## src/rtl/dmb_pkg.sv

```systemverilog
package dmb_pkg;

  typedef enum logic [2:0] {
    RG_RSVD,
    RG_PORT,
    RG_MODE,
    RG_EXT,
    RG_NONE
  } region_e;

  typedef enum logic [1:0] {
    SZ_BYTE = 2'd0,
    SZ_HALF = 2'd1,
    SZ_WORD = 2'd2
  } size_e;

  typedef enum logic [1:0] {
    ST_IDLE,
    ST_BEAT1,
    ST_BEAT2
  } seq_state_e;

endpackage

```

## src/rtl/dmb_decode.sv

```systemverilog
module dmb_decode
  import dmb_pkg::*;
#(
  parameter int ADDR_W     = 12,
  parameter int PORT_OFF   = 'h400,
  parameter int PORT_COUNT = 32,
  parameter int MODE_OFF   = 'h500,
  parameter int MODE_COUNT = 11,
  parameter int EXT_OFF    = 'h600,
  parameter int EXT_BYTES  = 8
) (
  input  logic [ADDR_W-1:0]             addr,
  output region_e                       region,
  output logic [$clog2(PORT_COUNT)-1:0] port_idx,
  output logic [$clog2(MODE_COUNT)-1:0] mode_idx,
  output logic                          ext_sel
);

  localparam int PORT_IW = $clog2(PORT_COUNT);
  localparam int MODE_IW = $clog2(MODE_COUNT);
  localparam logic [ADDR_W-1:0] PORT_LO = ADDR_W'(PORT_OFF);
  localparam logic [ADDR_W-1:0] PORT_HI = ADDR_W'(PORT_OFF + PORT_COUNT);
  localparam logic [ADDR_W-1:0] MODE_LO = ADDR_W'(MODE_OFF);
  localparam logic [ADDR_W-1:0] MODE_HI = ADDR_W'(MODE_OFF + 2 * MODE_COUNT);
  localparam logic [ADDR_W-1:0] EXT_LO  = ADDR_W'(EXT_OFF);
  localparam logic [ADDR_W-1:0] EXT_HI  = ADDR_W'(EXT_OFF + EXT_BYTES);

  always_comb begin
    region = RG_NONE;
    if (addr < PORT_LO)
      region = RG_RSVD;
    else if (addr < PORT_HI)
      region = RG_PORT;
    else if (addr >= MODE_LO && addr < MODE_HI)
      region = RG_MODE;
    else if (addr >= EXT_LO && addr < EXT_HI)
      region = RG_EXT;
  end

  assign port_idx = PORT_IW'(addr - PORT_LO);
  assign mode_idx = MODE_IW'((addr - MODE_LO) >> 1);
  assign ext_sel  = addr[2];

endmodule

```

## src/rtl/dmb_ext_regs.sv

```systemverilog
module dmb_ext_regs #(
  parameter int          DATA_W    = 32,
  parameter int          EXT_BYTES = 8,
  parameter logic [31:0] BE_CODE   = 32'hBEBE_BEBE,
  parameter logic [31:0] LE_CODE   = 32'h1E1E_1E1E
) (
  input  logic              clk,
  input  logic              rst,
  input  logic              wr_en,
  input  logic              sel,
  input  logic [DATA_W-1:0] wdata,
  output logic [DATA_W-1:0] rdata,
  output logic              big_endian
);

  localparam logic [DATA_W-1:0] SPAN_VAL = DATA_W'(EXT_BYTES);
  localparam logic [DATA_W-1:0] BE_VAL   = DATA_W'(BE_CODE);
  localparam logic [DATA_W-1:0] LE_VAL   = DATA_W'(LE_CODE);

  logic order_q;

  always_ff @(posedge clk) begin
    if (rst) begin
      order_q <= 1'b0;
    end else if (wr_en && sel) begin
      if (wdata == BE_VAL)
        order_q <= 1'b1;
      else if (wdata == LE_VAL)
        order_q <= 1'b0;
    end
  end

  assign rdata      = sel ? (order_q ? BE_VAL : LE_VAL) : SPAN_VAL;
  assign big_endian = order_q;

  AST_ORDER_HOLD: assert property (@(posedge clk) disable iff (rst)
    !(wr_en && sel) |=> $stable(big_endian));

  AST_ORDER_ODD_CODE: assert property (@(posedge clk) disable iff (rst)
    (wr_en && sel && wdata != BE_VAL && wdata != LE_VAL) |=> $stable(big_endian));

endmodule

```

## src/rtl/dmb_seq.sv

```systemverilog
module dmb_seq
  import dmb_pkg::*;
#(
  parameter int DATA_W      = 32,
  parameter int PORT_COUNT  = 32,
  parameter int PORT_AW     = 10,
  parameter int LEGACY_BASE = 'h3C0,
  parameter int MODE_COUNT  = 11,
  parameter int MODE_W      = 16
) (
  input  logic                          clk,
  input  logic                          rst,
  input  logic                          req_valid,
  input  logic                          req_write,
  input  logic [1:0]                    req_size,
  input  logic [MODE_W-1:0]             req_wdata,
  input  region_e                       region,
  input  logic [$clog2(PORT_COUNT)-1:0] port_idx,
  input  logic [$clog2(MODE_COUNT)-1:0] mode_idx,
  input  logic [DATA_W-1:0]             ext_rdata,
  output logic                          req_ready,
  output logic                          rsp_valid,
  output logic [DATA_W-1:0]             rsp_rdata,
  output logic                          port_valid,
  output logic                          port_write,
  output logic [PORT_AW-1:0]            port_addr,
  output logic [7:0]                    port_wdata,
  input  logic [7:0]                    port_rdata,
  output logic                          reg_valid,
  output logic                          reg_write,
  output logic [$clog2(MODE_COUNT)-1:0] reg_idx,
  output logic [MODE_W-1:0]             reg_wdata,
  input  logic [MODE_W-1:0]             reg_rdata
);

  localparam int PORT_IW = $clog2(PORT_COUNT);
  localparam int MODE_IW = $clog2(MODE_COUNT);
  localparam logic [PORT_AW-1:0] PBASE = PORT_AW'(LEGACY_BASE);
  localparam logic [PORT_AW-1:0] PLAST = PORT_AW'(LEGACY_BASE + PORT_COUNT - 1);
  localparam logic [PORT_IW-1:0] IDX_LAST = PORT_IW'(PORT_COUNT - 1);

  seq_state_e          state_q;
  logic                split_q;
  logic                rd_q;
  logic                tgt_mode_q;
  logic [7:0]          hi_byte_q;
  logic [7:0]          lo_byte_q;
  logic                port_valid_q;
  logic                port_write_q;
  logic [PORT_AW-1:0]  port_addr_q;
  logic [7:0]          port_wdata_q;
  logic                reg_valid_q;
  logic                reg_write_q;
  logic [MODE_IW-1:0]  reg_idx_q;
  logic [MODE_W-1:0]   reg_wdata_q;
  logic                rsp_valid_q;
  logic [DATA_W-1:0]   rsp_rdata_q;
  logic                wide;

  assign wide = (req_size != SZ_BYTE);

  always_ff @(posedge clk) begin
    if (rst) begin
      state_q      <= ST_IDLE;
      split_q      <= 1'b0;
      rd_q         <= 1'b0;
      tgt_mode_q   <= 1'b0;
      hi_byte_q    <= '0;
      lo_byte_q    <= '0;
      port_valid_q <= 1'b0;
      port_write_q <= 1'b0;
      port_addr_q  <= PBASE;
      port_wdata_q <= '0;
      reg_valid_q  <= 1'b0;
      reg_write_q  <= 1'b0;
      reg_idx_q    <= '0;
      reg_wdata_q  <= '0;
      rsp_valid_q  <= 1'b0;
      rsp_rdata_q  <= '0;
    end else begin
      rsp_valid_q <= 1'b0;
      unique case (state_q)
        ST_IDLE: begin
          if (req_valid) begin
            rd_q <= !req_write;
            unique case (region)
              RG_PORT: begin
                port_valid_q <= 1'b1;
                port_write_q <= req_write;
                port_addr_q  <= PBASE + PORT_AW'(port_idx);
                port_wdata_q <= req_wdata[7:0];
                hi_byte_q    <= req_wdata[15:8];
                split_q      <= wide && (port_idx != IDX_LAST);
                tgt_mode_q   <= 1'b0;
                state_q      <= ST_BEAT1;
              end
              RG_MODE: begin
                reg_valid_q <= 1'b1;
                reg_write_q <= req_write;
                reg_idx_q   <= mode_idx;
                reg_wdata_q <= req_wdata;
                split_q     <= 1'b0;
                tgt_mode_q  <= 1'b1;
                state_q     <= ST_BEAT1;
              end
              default: begin
                if (!req_write) begin
                  rsp_valid_q <= 1'b1;
                  rsp_rdata_q <= (region == RG_EXT) ? ext_rdata : '0;
                end
              end
            endcase
          end
        end
        ST_BEAT1: begin
          lo_byte_q   <= port_rdata;
          reg_valid_q <= 1'b0;
          if (split_q) begin
            port_addr_q  <= port_addr_q + PORT_AW'(1);
            port_wdata_q <= hi_byte_q;
            state_q      <= ST_BEAT2;
          end else begin
            port_valid_q <= 1'b0;
            state_q      <= ST_IDLE;
            if (rd_q) begin
              rsp_valid_q <= 1'b1;
              rsp_rdata_q <= tgt_mode_q ? DATA_W'(reg_rdata) : DATA_W'(port_rdata);
            end
          end
        end
        ST_BEAT2: begin
          port_valid_q <= 1'b0;
          state_q      <= ST_IDLE;
          if (rd_q) begin
            rsp_valid_q <= 1'b1;
            rsp_rdata_q <= DATA_W'({port_rdata, lo_byte_q});
          end
        end
        default: state_q <= ST_IDLE;
      endcase
    end
  end

  assign req_ready  = (state_q == ST_IDLE);
  assign rsp_valid  = rsp_valid_q;
  assign rsp_rdata  = rsp_rdata_q;
  assign port_valid = port_valid_q;
  assign port_write = port_write_q;
  assign port_addr  = port_addr_q;
  assign port_wdata = port_wdata_q;
  assign reg_valid  = reg_valid_q;
  assign reg_write  = reg_write_q;
  assign reg_idx    = reg_idx_q;
  assign reg_wdata  = reg_wdata_q;

  AST_STROBE_EXCL: assert property (@(posedge clk) disable iff (rst)
    !(port_valid_q && reg_valid_q));

  AST_BUSY_NOT_READY: assert property (@(posedge clk) disable iff (rst)
    (port_valid_q || reg_valid_q) |-> !req_ready);

  AST_SPLIT_STEP: assert property (@(posedge clk) disable iff (rst)
    (port_valid_q && $past(port_valid_q)) |-> (port_addr_q == $past(port_addr_q) + PORT_AW'(1)));

  AST_PORT_WINDOW: assert property (@(posedge clk) disable iff (rst)
    port_valid_q |-> (port_addr_q >= PBASE && port_addr_q <= PLAST));

  AST_REG_RANGE: assert property (@(posedge clk) disable iff (rst)
    reg_valid_q |-> (int'(reg_idx_q) < MODE_COUNT));

  AST_MODE_ONE_BEAT: assert property (@(posedge clk) disable iff (rst)
    reg_valid_q |=> !reg_valid_q);

endmodule

```

## src/rtl/disp_mmio_bridge.sv

```systemverilog
module disp_mmio_bridge
  import dmb_pkg::*;
#(
  parameter int          ADDR_W      = 12,
  parameter int          DATA_W      = 32,
  parameter int          PORT_OFF    = 'h400,
  parameter int          PORT_COUNT  = 32,
  parameter int          PORT_AW     = 10,
  parameter int          LEGACY_BASE = 'h3C0,
  parameter int          MODE_OFF    = 'h500,
  parameter int          MODE_COUNT  = 11,
  parameter int          MODE_W      = 16,
  parameter int          EXT_OFF     = 'h600,
  parameter int          EXT_BYTES   = 8,
  parameter logic [31:0] BE_CODE     = 32'hBEBE_BEBE,
  parameter logic [31:0] LE_CODE     = 32'h1E1E_1E1E,
  parameter logic [7:0]  REVISION    = 8'd2
) (
  input  logic                          clk,
  input  logic                          rst,
  input  logic                          req_valid,
  output logic                          req_ready,
  input  logic                          req_write,
  input  logic [1:0]                    req_size,
  input  logic [ADDR_W-1:0]             req_addr,
  input  logic [DATA_W-1:0]             req_wdata,
  output logic                          rsp_valid,
  output logic [DATA_W-1:0]             rsp_rdata,
  output logic                          port_valid,
  output logic                          port_write,
  output logic [PORT_AW-1:0]            port_addr,
  output logic [7:0]                    port_wdata,
  input  logic [7:0]                    port_rdata,
  output logic                          reg_valid,
  output logic                          reg_write,
  output logic [$clog2(MODE_COUNT)-1:0] reg_idx,
  output logic [MODE_W-1:0]             reg_wdata,
  input  logic [MODE_W-1:0]             reg_rdata,
  output logic                          fb_big_endian,
  output logic [7:0]                    dev_revision
);

  localparam int PORT_IW = $clog2(PORT_COUNT);
  localparam int MODE_IW = $clog2(MODE_COUNT);

  region_e             region;
  logic [PORT_IW-1:0]  port_idx;
  logic [MODE_IW-1:0]  mode_idx;
  logic                ext_sel;
  logic                ext_wr;
  logic [DATA_W-1:0]   ext_rdata;

  dmb_decode #(
    .ADDR_W(ADDR_W), .PORT_OFF(PORT_OFF), .PORT_COUNT(PORT_COUNT),
    .MODE_OFF(MODE_OFF), .MODE_COUNT(MODE_COUNT),
    .EXT_OFF(EXT_OFF), .EXT_BYTES(EXT_BYTES)
  ) u_decode (
    .addr     (req_addr),
    .region   (region),
    .port_idx (port_idx),
    .mode_idx (mode_idx),
    .ext_sel  (ext_sel)
  );

  assign ext_wr = req_valid && req_ready && req_write && (region == RG_EXT);

  dmb_ext_regs #(
    .DATA_W(DATA_W), .EXT_BYTES(EXT_BYTES), .BE_CODE(BE_CODE), .LE_CODE(LE_CODE)
  ) u_ext (
    .clk        (clk),
    .rst        (rst),
    .wr_en      (ext_wr),
    .sel        (ext_sel),
    .wdata      (req_wdata),
    .rdata      (ext_rdata),
    .big_endian (fb_big_endian)
  );

  dmb_seq #(
    .DATA_W(DATA_W), .PORT_COUNT(PORT_COUNT), .PORT_AW(PORT_AW),
    .LEGACY_BASE(LEGACY_BASE), .MODE_COUNT(MODE_COUNT), .MODE_W(MODE_W)
  ) u_seq (
    .clk        (clk),
    .rst        (rst),
    .req_valid  (req_valid),
    .req_write  (req_write),
    .req_size   (req_size),
    .req_wdata  (req_wdata[MODE_W-1:0]),
    .region     (region),
    .port_idx   (port_idx),
    .mode_idx   (mode_idx),
    .ext_rdata  (ext_rdata),
    .req_ready  (req_ready),
    .rsp_valid  (rsp_valid),
    .rsp_rdata  (rsp_rdata),
    .port_valid (port_valid),
    .port_write (port_write),
    .port_addr  (port_addr),
    .port_wdata (port_wdata),
    .port_rdata (port_rdata),
    .reg_valid  (reg_valid),
    .reg_write  (reg_write),
    .reg_idx    (reg_idx),
    .reg_wdata  (reg_wdata),
    .reg_rdata  (reg_rdata)
  );

  assign dev_revision = REVISION;

  AST_QUIET_OUTSIDE: assert property (@(posedge clk) disable iff (rst)
    (req_valid && req_ready && region != RG_PORT && region != RG_MODE)
      |=> (!port_valid && !reg_valid));

  AST_INTERNAL_RSP: assert property (@(posedge clk) disable iff (rst)
    (req_valid && req_ready && !req_write && region != RG_PORT && region != RG_MODE)
      |=> (rsp_valid && req_ready));

endmodule

```

## config.mk

```make
export PLATFORM = sky130hd
export DESIGN_NAME = disp_mmio_bridge
export DESIGN_NICKNAME = d
export VERILOG_FILES = /design/src/rtl/dmb_pkg.sv /design/src/rtl/dmb_decode.sv /design/src/rtl/dmb_ext_regs.sv /design/src/rtl/dmb_seq.sv /design/src/rtl/disp_mmio_bridge.sv
export SDC_FILE = /design/constraint.sdc
export NUM_CORES = 1
export LEC_CHECK = 0
export ABC_CLOCK_PERIOD_IN_PS = 3800
export CAP_MARGIN = 40
export CORE_UTILIZATION = 47
export CTS_CLUSTER_SIZE = 14
export DETAILED_ROUTE_END_ITERATION = 10
export HOLD_SLACK_MARGIN = 0.03
export PLACE_DENSITY_LB_ADDON = 0.2
export SYNTH_ARGS = -nofsm -noshare
export SYNTH_HDL_FRONTEND = slang
export SYNTH_SLANG_ARGS = --single-unit
```

## constraint.sdc

```tcl
create_clock -name clk -period 3.8 [get_ports clk]
set_input_delay 0.76 -clock clk [delete_from_list [all_inputs] [get_ports clk]]
set_output_delay 0.76 -clock clk [all_outputs]
set_load 0.005 [all_outputs]
```

==> run metrics, run 1 <==
mux cell area share after synthesis=14.7%; IO buf count=146; WS Path Type=input pin to register; placed instance count=677; Synth Flop Type=dfxtp_1; clk_lat worst skew=360 ps; Synth Area per Inst=8.74 sq um; fin crit period=2710 ps; Die Height=94.7 um; antenna-violating nets left=0; Power Total=1690 uW; Post-CTS Setup Repair Bufs=0; Synth Area in Simple Gates=19.3%; worst rel slew slack=48.0%; post-layout util=68.0%; CP Launch Type=input pin; CTS buffer count=9; clock root buffer master=clkbuf_8; synth unique cells=52; share of cells above drive strength 1=5.27%; Yosys top cell by area=dfxtp_1; fin crit share=71.3%; Die Wd=94.7 um; antenna violations before repair=0; first-pass GRT wire length=17.2 mm; clk sink count=83; Routed WL=10.8 mm; worst path arrival time=2970 ps; Core Box Area=0.00826 sq mm; dpl hpwl=7.84 mm; DRT iter0 DRCs=184; CP required=4060 ps; Post-synth EDFFs=0; sequential element share of the synthesized area=41.2%; Synth area leaders=dfxtp_1 (41%), mux2i_1 (14%), nor2_1 (7.2%); Layout Nets=662; RSZ-0062 raised after global routing=no; Crit-path slowest cell=clkdlybuf4s50_1; hold_buf cts=0; Ports=159; worst hold path class=register to register; largest net degree at the start of global routing=43; CTS tree=yes; Achievable Freq=369 MHz; CP Cell Sequence=clkdlybuf4s50_1 -> nor4b_1 -> nand4_1 -> nor2_1 -> nand2_1 -> a311oi_1; Max Transition Viols Final=0; num rows=33; Crit path largest cell delay=520 ps; LEAKAGE=0.00213 uW; setup TNS=0 ps; Pwr Density=301 mW/mm^2; non-filler cells in the finished layout=693; share of the synthesized area in the top cell type=41.2%; synthesized cell area=0.00404 sq mm; number of global-route vias before repair=3582; drt wl/cell=15.5 um; Slew @ Worst Pin=779 ps; total iterations of the first detailed-routing run=4; Initial Util=48.9%; Clock Skew=20.1 ps; routability cong.=0.819; Ys Warns=0; Async S/R FF share, synth=0%; grt total ovfl=0; CP endpoint kind=register; #FFs+latches synth=83; clk slew on worst S/H paths=80 ps; Max-cap violations=0; Post-Synth Adder-Cell Area=1.55%; vias=3730; Max Buffers Root-to-Sink=2; DRC=0; Synth Area in Compound Gates=13.9%; Hold Fails Final Rpt=0; overall global routing resource usage=24.6%; Peak VDD IR=0.000179 V; Finish-stage setup viols=0; post-synthesis cell count=462; antenna cell count=0; crit-path max FO=7; outcome=completed; Vias/cell=5.38; XOR/XNOR Fraction of Synth Area=0.868%; PostCTS Resize Cnt=0; H-tree depth=3; main combinational cell family by area after synthesis=simple AND/OR/NAND/NOR gates; Die Footprint=0.00896 sq mm; synthesis-to-finish area growth=39.1%
-- layout by cell type, fill, tap and decap left out, types with 11 or more instances in the layout --
master	instances
clkdlybuf4s50_1	145
dfxtp_1	83
nor2_1	77
mux2i_1	58
nand2_1	35
a211oi_1	17
o21ai_0	16
a21oi_1	15
nand3_1	13
conb_1	12
clkbuf_8	12
inv_1	11
-- report_power, final --
group          leakage, uW  internal, uW  switching (uW)
Sequential        0.000670           879            6.23
Combinational      0.00137           104            76.3
Clock            0.0000913           293             329
-- metrics by stage --
stage	setup WS, ps	hold slack (ps)	instance area (sq um)
after global placement	745	449	5420
after detailed placement	728	457	5420
after global routing	858	489	5610
final	1090	471	5610
after CTS	1090	469	5610
after floorplan	1460	459	4070
-- worst max-delay path: cells and delay by family --
family | cells | cell delay [ps]
AOI/OAI and AO/OA | 1 | 290
and+or+nand+nor | 4 | 1410
buffers and inverters | 1 | 520
-- metal layers --
metal | routed length, um | up-vias | global-route usage [%]
li1 | - | 1848 | -
met1 | 4580 | 1734 | 30.4
met2 | 5320 | 139 | 40.6
met3 | 747 | 9 | 7.97
met4 | 122 | 0 | 7.45
met5 | 0 | - | 0
-- cells by family (layout without fill, tap and decap cells) --
| kind of cell | after synthesis | in the layout |
|---|---|---|
| AND/OR/NAND/NOR | 165 | 165 |
| multiplexers | 59 | 59 |
| buffers and inverters | 64 | 180 |
| AO/OA/AOI/OAI | 80 | 80 |
| flip-flops | 83 | 83 |
| adder cells (fa/ha/maj) | 5 | 5 |
| other | 2 | 12 |
| XOR/XNOR | 4 | 4 |
-- registers in the layout (all words and copies together) (netlist names), 2 cells and up --
register          flops
u_seq.port_addr      10
u_seq.port_wdata      8
u_seq.reg_wdata      16
u_seq.hi_byte_q       8
u_seq.lo_byte_q       8
u_seq.reg_idx         4
u_seq.rsp_rdata      18
u_seq.state_q         2
-- worst paths after layout --
path / startpoint / endpoint / slack, ps / depth (start not counted)
max reg2reg: u_seq.state_q[1] / u_seq.port_addr[9] / 1220 / 7
max: req_addr[4] / u_seq.rsp_rdata[15] / 1090 / 6
min reg2reg: u_seq.reg_valid / u_seq.reg_valid / 470 / 2
min: u_seq.reg_valid / u_seq.reg_valid / 470 / 2
-- synthesized netlist by cell type, drive strengths merged (3+ instances only) --
library cell	number
ha	5
nand3	13
buf	31
inv	11
mux2i	58
a211oi	17
a21oi	15
xnor2	3
a31oi	6
clkbuf	22
nor3	4
nand4	7
o32ai	3
and3	4
o21ai	16
nand2	35
dfxtp	83
nand2b	4
nor4	8
a311oi	3
a32o	6
o31ai	3
nor3b	3
nor2	77
-- final cells by class --
cell class                      count  area (sq um)
Clock buffer                       12           165
Clock inverter                      4          31.3
Fill cell                         698          2640
Inverter                           11          41.3
Multi-Input combinational cell    325          2070
Sequential cell                    83          1660
Tap cell                          105           131
Timing Repair Buffer              153          1510
Power figures use the tool's default switching activity.
==> run 2: changes to the inputs <==
- ABC_CLOCK_PERIOD_IN_PS: 3800 -> 2200
- CORE_UTILIZATION: 47 -> 40
- clock period: 3.8 -> 2.2 ns (I/O delays scaled with it)
==> run 2 against run 1 <==
Net effect: non-clock buffer count up 29; cell count grew 8.1%; critical endpoint is now req_ready; via count grew 3.9%; critical path depth down 2; largest cell class unchanged; worst hold slack worse by 13 ps; register-to-register slack got worse by 1000 ps; sequential power up 73%; worst setup slack got worse by 970 ps; sequential share of layout area is 1.3 points lower.
==> run metrics, run 2 (same netlist as run 1, synthesis figures left out) <==
Achievable Freq=481 MHz; drt wl/cell=15.0 um (was 15.5 um); Finish-stage setup viols=0 (unchanged); max reg flops=18 (unchanged); Clock power frac=33.9% (was 36.9%); sw power=672 uW (was 411 uW); Initial Util=41.3% (was 48.9%); Hold Fails Final Rpt=0 (unchanged); placed instance count=734 (was 677); num rows=36 (was 33); DRC=0 (unchanged); Fillers=910 (was 698); grt total ovfl=0 (unchanged); Post-CTS Setup Repair Bufs=0 (unchanged); clk_lat worst skew=350 ps (was 360 ps); RSZ-0062 raised after global routing=no (unchanged); crit-path max FO=9 (was 7); largest net degree at the start of global routing=35 (was 43); Layout Nets=691 (was 662); Core Box Area=0.00977 sq mm (was 0.00826 sq mm); number of global-route vias before repair=3863 (was 3582); overall global routing resource usage=22.0% (was 24.6%); CP endpoint kind=output port (was register); Fin Hold WS=458 ps (was 471 ps); commonest non-fill, non-tap cells in the layout=clkdlybuf4s50_1 (144), dfxtp_1 (83), nor2_1 (77) (was clkdlybuf4s50_1 (145), dfxtp_1 (83), nor2_1 (77)); Die Height=102 um (was 94.7 um); CP required=1760 ps (was 4060 ps); worst path arrival time=1640 ps (was 2970 ps); vias=3876 (was 3730); Reg power frac=54.1% (was 52.5%); DRT iter0 DRCs=142 (was 184); Gate power share=12.0% (was 10.7%); fin crit period=2080 ps; CTS buffer count=9 (unchanged); dpl hpwl=8.27 mm (was 7.84 mm); routability cong.=0.797 (was 0.819); total iterations of the first detailed-routing run=4 (unchanged); Ports=159 (unchanged); CP Launch Type=register (was input pin); clk slew on worst S/H paths=70 ps (was 80 ps); LEAKAGE=0.00229 uW (was 0.00213 uW); Max Transition Viols Final=0 (unchanged); fin crit share=94.6%; worst hold path class=register to register (unchanged); Pwr Density=480 mW/mm^2 (was 301 mW/mm^2); first-pass GRT wire length=18.1 mm (was 17.2 mm); antenna violations before repair=0 (unchanged); Peak VDD IR=0.000337 V (was 0.000179 V); clock root buffer master=clkbuf_8 (unchanged); outcome=completed (unchanged); synthesis-to-finish area growth=45.6% (was 39.1%); Sw Share=23.8% (was 24.4%); Vias/cell=5.17 (was 5.38); Routed WL=11.2 mm (was 10.8 mm); Max-cap violations=0 (unchanged); IO buf count=146 (unchanged); Clock Skew=9.66 ps (was 20.1 ps); WS Path Type=register to output port (was input pin to register); Die Footprint=0.0105 sq mm (was 0.00896 sq mm); share of cells above drive strength 1=9.58% (was 5.27%); H-tree depth=3 (unchanged); Worst Slack Setup Final=119 ps (was 1090 ps); commonest non-fill, non-tap cell in the layout=clkdlybuf4s50_1 (unchanged); antenna cell count=0 (unchanged); antenna-violating nets left=0 (unchanged); Die Wd=102 um (was 94.7 um); CTS tree=yes (unchanged); clk sink count=83 (unchanged); pre-CTS WS=-284 ps (was 728 ps); Max Buffers Root-to-Sink=2 (unchanged); Internal Power=2150 uW (was 1280 uW); non-filler cells in the finished layout=749 (was 693)
==> run 2: area by class of cell <==
cell class                      count  area [sq um]  area share, %
Sequential cell                    83          1660           28.3
Tap cell                          133           166           2.83
Clock inverter                      2          12.5          0.213
Inverter                           11          41.3          0.702
Clock buffer                       13           149           2.53
Multi-Input combinational cell    325          2090           35.6
Timing Repair Buffer              182          1750           29.8
==> run 2: routing by layer <==
metal | vias to the layer above | routed length [um] | share of wire, % | track usage (%)
met4 | 0 | 187 | 1.7 | 7.03
li1 | 1901 | - | - | -
met2 | 139 | 5510 | 49 | 38.1
met1 | 1822 | 4740 | 42 | 26.2
met3 | 14 | 810 | 7.2 | 6.29
met5 | - | 0 | 0 | 0
==> run 2: worst max-delay path: stages (launching register included) <==
cell and delay, ps:
dfxtp_1 330, inv_1 130, ha_4 200, buf_4 150
clkdlybuf4s50_1 490
==> run 2: through the flow <==
step           area [sq um]  setup TNS (ps)  total power [uW]  utilization, %
2_1_floorplan          4070               0              1680               -
3_3_place_gp           5700           -5870              1890            58.3
3_5_place_dp           5700           -8160              1900            58.3
4_1_cts                5860               0              2850            59.9
5_1_grt                5880               0              2940            60.1
6_report               5880               0              2820            60.1
==> run 2: repair_timing <==
| action | in CTS | in global routing |
|---|---|---|
| setup endpoints to repair | 1 | 4 |
| gates resized for setup | 1 | 4 |
| hold buffers | 0 | 0 |
==> run 2: power groups by stage <==
| stage | sequential (uW) | combinational, uW | clock (uW) |
|---|---|---|---|
| finish | 1530 | 339 | 958 |
| global placement | 1560 | 331 | 0 |
| global route | 1530 | 367 | 1040 |
| CTS | 1530 | 337 | 982 |
| detailed placement | 1560 | 336 | 0 |
| floorplan | 1560 | 116 | 0 |
==> run 2: worst paths after layout <==
check | startpoint | cells past startpoint | slack [ps] | end
worst max-delay path | u_seq.state_q[1] | 4 | 120 | req_ready
worst min-delay path | u_seq.tgt_mode_q | 2 | 460 | u_seq.tgt_mode_q
worst max register to register | u_seq.state_q[1] | 7 | 180 | u_seq.port_addr[9]
worst min register to register | u_seq.tgt_mode_q | 2 | 460 | u_seq.tgt_mode_q
==> run 3: changes to the inputs <==
- RECOVER_POWER: not set -> 25
==> run 3 against run 2 <==
Net effect: register-to-register slack worse by 30 ps; sequential power hardly changed; cell count stayed put; cell area hardly changed; sequential cell count stayed put; via count is 0.46% higher; global-route usage stayed put; worst setup slack better by 5.5 ps; critical path type unchanged; critical endpoint unchanged; largest power group unchanged.
==> run metrics, run 3 (same netlist as run 1, synthesis figures left out) <==
max reg flops=18 (unchanged); Critical path origin=u_seq.state_q[1] (unchanged); Die Height=102 um (unchanged); worst hold path class=register to register (unchanged); Peak VDD IR=0.000337 V (about the same); clk_lat worst skew=350 ps (about the same); commonest non-fill, non-tap cell in the layout=clkdlybuf4s50_1 (unchanged); CP required=1760 ps (about the same); CP endpoint kind=output port (unchanged); fin crit share=94.3% (was 94.6%); Max-cap violations=0 (unchanged); Max Transition Viols Final=0 (unchanged); CTS tree=yes (unchanged); largest net degree at the start of global routing=35 (unchanged); Achievable Freq=482 MHz (was 481 MHz); total iterations of the first detailed-routing run=4 (unchanged); Pwr Density=480 mW/mm^2 (about the same); num rows=36 (unchanged); worst path arrival time=1640 ps (about the same); FF-to-FF Start=u_seq.state_q[1] (unchanged); WS Path Type=register to output port (unchanged); Worst Setup EP=req_ready (unchanged); R2R cell count=7 (unchanged); first-pass GRT wire length=18.1 mm (unchanged); Core Box Area=0.00977 sq mm (unchanged); outcome=completed (unchanged); CTS buffer count=9 (unchanged); Vias/cell=5.20 (was 5.17); vias=3894 (was 3876); routability cong.=0.797 (unchanged); drt wl/cell=15.0 um (about the same); clk slew on worst S/H paths=70 ps (about the same); clk sink count=83 (unchanged); synthesis-to-finish area growth=45.6% (about the same); antenna cell count=0 (unchanged); start point of the worst hold path=u_seq.tgt_mode_q (unchanged); share of cells above drive strength 1=9.42% (was 9.58%); RSZ-0062 raised after global routing=no (unchanged); CP Launch Type=register (unchanged); non-filler cells in the finished layout=749 (unchanged); antenna violations before repair=0 (unchanged); DRT iter0 DRCs=138 (was 142); LEAKAGE=0.00239 uW (was 0.00229 uW); Fillers=911 (was 910); IO buf count=146 (unchanged); grt total ovfl=0 (unchanged); DR top layer=met4 (unchanged); fin crit period=2080 ps (about the same); Finish-stage setup viols=0 (unchanged); overall global routing resource usage=22.0% (unchanged); met3 wire len=812 um (was 810 um); DRT met1 WL=4.68 mm (was 4.74 mm); Reg2Reg Setup Slack=150 ps (was 180 ps); Initial Util=41.3% (unchanged); Clock Skew=8.13 ps (was 9.66 ps); post-layout util=60.1% (about the same); Ports=159 (unchanged); Routed WL=11.2 mm (about the same); Die Footprint=0.0105 sq mm (unchanged); Max Buffers Root-to-Sink=2 (unchanged); commonest non-fill, non-tap cells in the layout=clkdlybuf4s50_1 (113), dfxtp_1 (83), nor2_1 (77) (was clkdlybuf4s50_1 (144), dfxtp_1 (83), nor2_1 (77)); H-tree depth=3 (unchanged); Worst R2R End=u_seq.port_addr[9] (unchanged); dpl hpwl=8.27 mm (unchanged); Hold Fails Final Rpt=0 (unchanged); number of global-route vias before repair=3863 (unchanged); antenna-violating nets left=0 (unchanged); Final Cell Area=0.00588 sq mm (about the same); DRC=0 (unchanged); Die Wd=102 um (unchanged); placed cell area=0.00570 sq mm (unchanged); DR WL met2=5.53 mm (was 5.51 mm); placed instance count=734 (unchanged); clock root buffer master=clkbuf_8 (unchanged); crit-path max FO=9 (unchanged); Fin Hold WS=458 ps (about the same); Layout Nets=691 (unchanged)
run 3: what timing repair did:
item / 4_1_cts / 5_1_grt
pin swaps: 0 / 0
setup buffers: 0 / 0
setup endpoints to repair: 1 / 4
endpoints found under the hold margin: 0 / 0
hold buffers: 0 / 0
gates resized for setup: 1 / 4
run 3: layer usage:
layer  GRT usage, %  up-vias
li1               -     1905
met1           26.2     1834
met2           38.1      139
met3           6.29       16
met4           7.03        0
met5              0        -
run 3: how the worst min path moves through the flow:
| stage | to | slack (ps) | cells after the start |
|---|---|---|---|
| after floorplan | u_seq.reg_valid | 460 | 2 |
| after global placement | u_seq.tgt_mode_q | 440 | 2 |
| after detailed placement | u_seq.tgt_mode_q | 450 | 2 |
| after CTS | u_seq.tgt_mode_q | 460 | 2 |
| after global routing | u_seq.reg_valid | 470 | 2 |
| final | u_seq.tgt_mode_q | 460 | 2 |
run 3: report_power, final:
group / switching [uW] / internal, uW / total, uW / leakage (uW)
logic: 140 / 195 / 335 / 0.00164
registers: 9.40 / 1520 / 1530 / 0.000670
clock network: 523 / 435 / 958 / 0.0000795
run 3: stage by stage:
stage | total power (uW) | setup TNS (ps) | worst slack [ps]
after floorplan | 1680 | 0 | 119
after global placement | 1890 | -5870 | -257
after detailed placement | 1900 | -8160 | -284
after CTS | 2850 | 0 | 34.8
after global routing | 2940 | 0 | 21.4
final | 2820 | 0 | 125
run 3: layout make-up:
cell class                 instances  area (sq um)  share of cell area [%]
inverter                          11          41.3                   0.703
timing repair buffer             182          1750                    29.9
clock buffer                      13           149                    2.53
multi-input combinational        325          2090                    35.6
sequential                        83          1660                    28.3
clock inverter                     2          12.5                   0.213
tap                              133           166                    2.83
run 3: critical path, cell delays in order (launching register included):
cell,delay [ps]
dfxtp_1,330
inv_1,120
ha_4,200
buf_4,150
clkdlybuf4s50_1,490
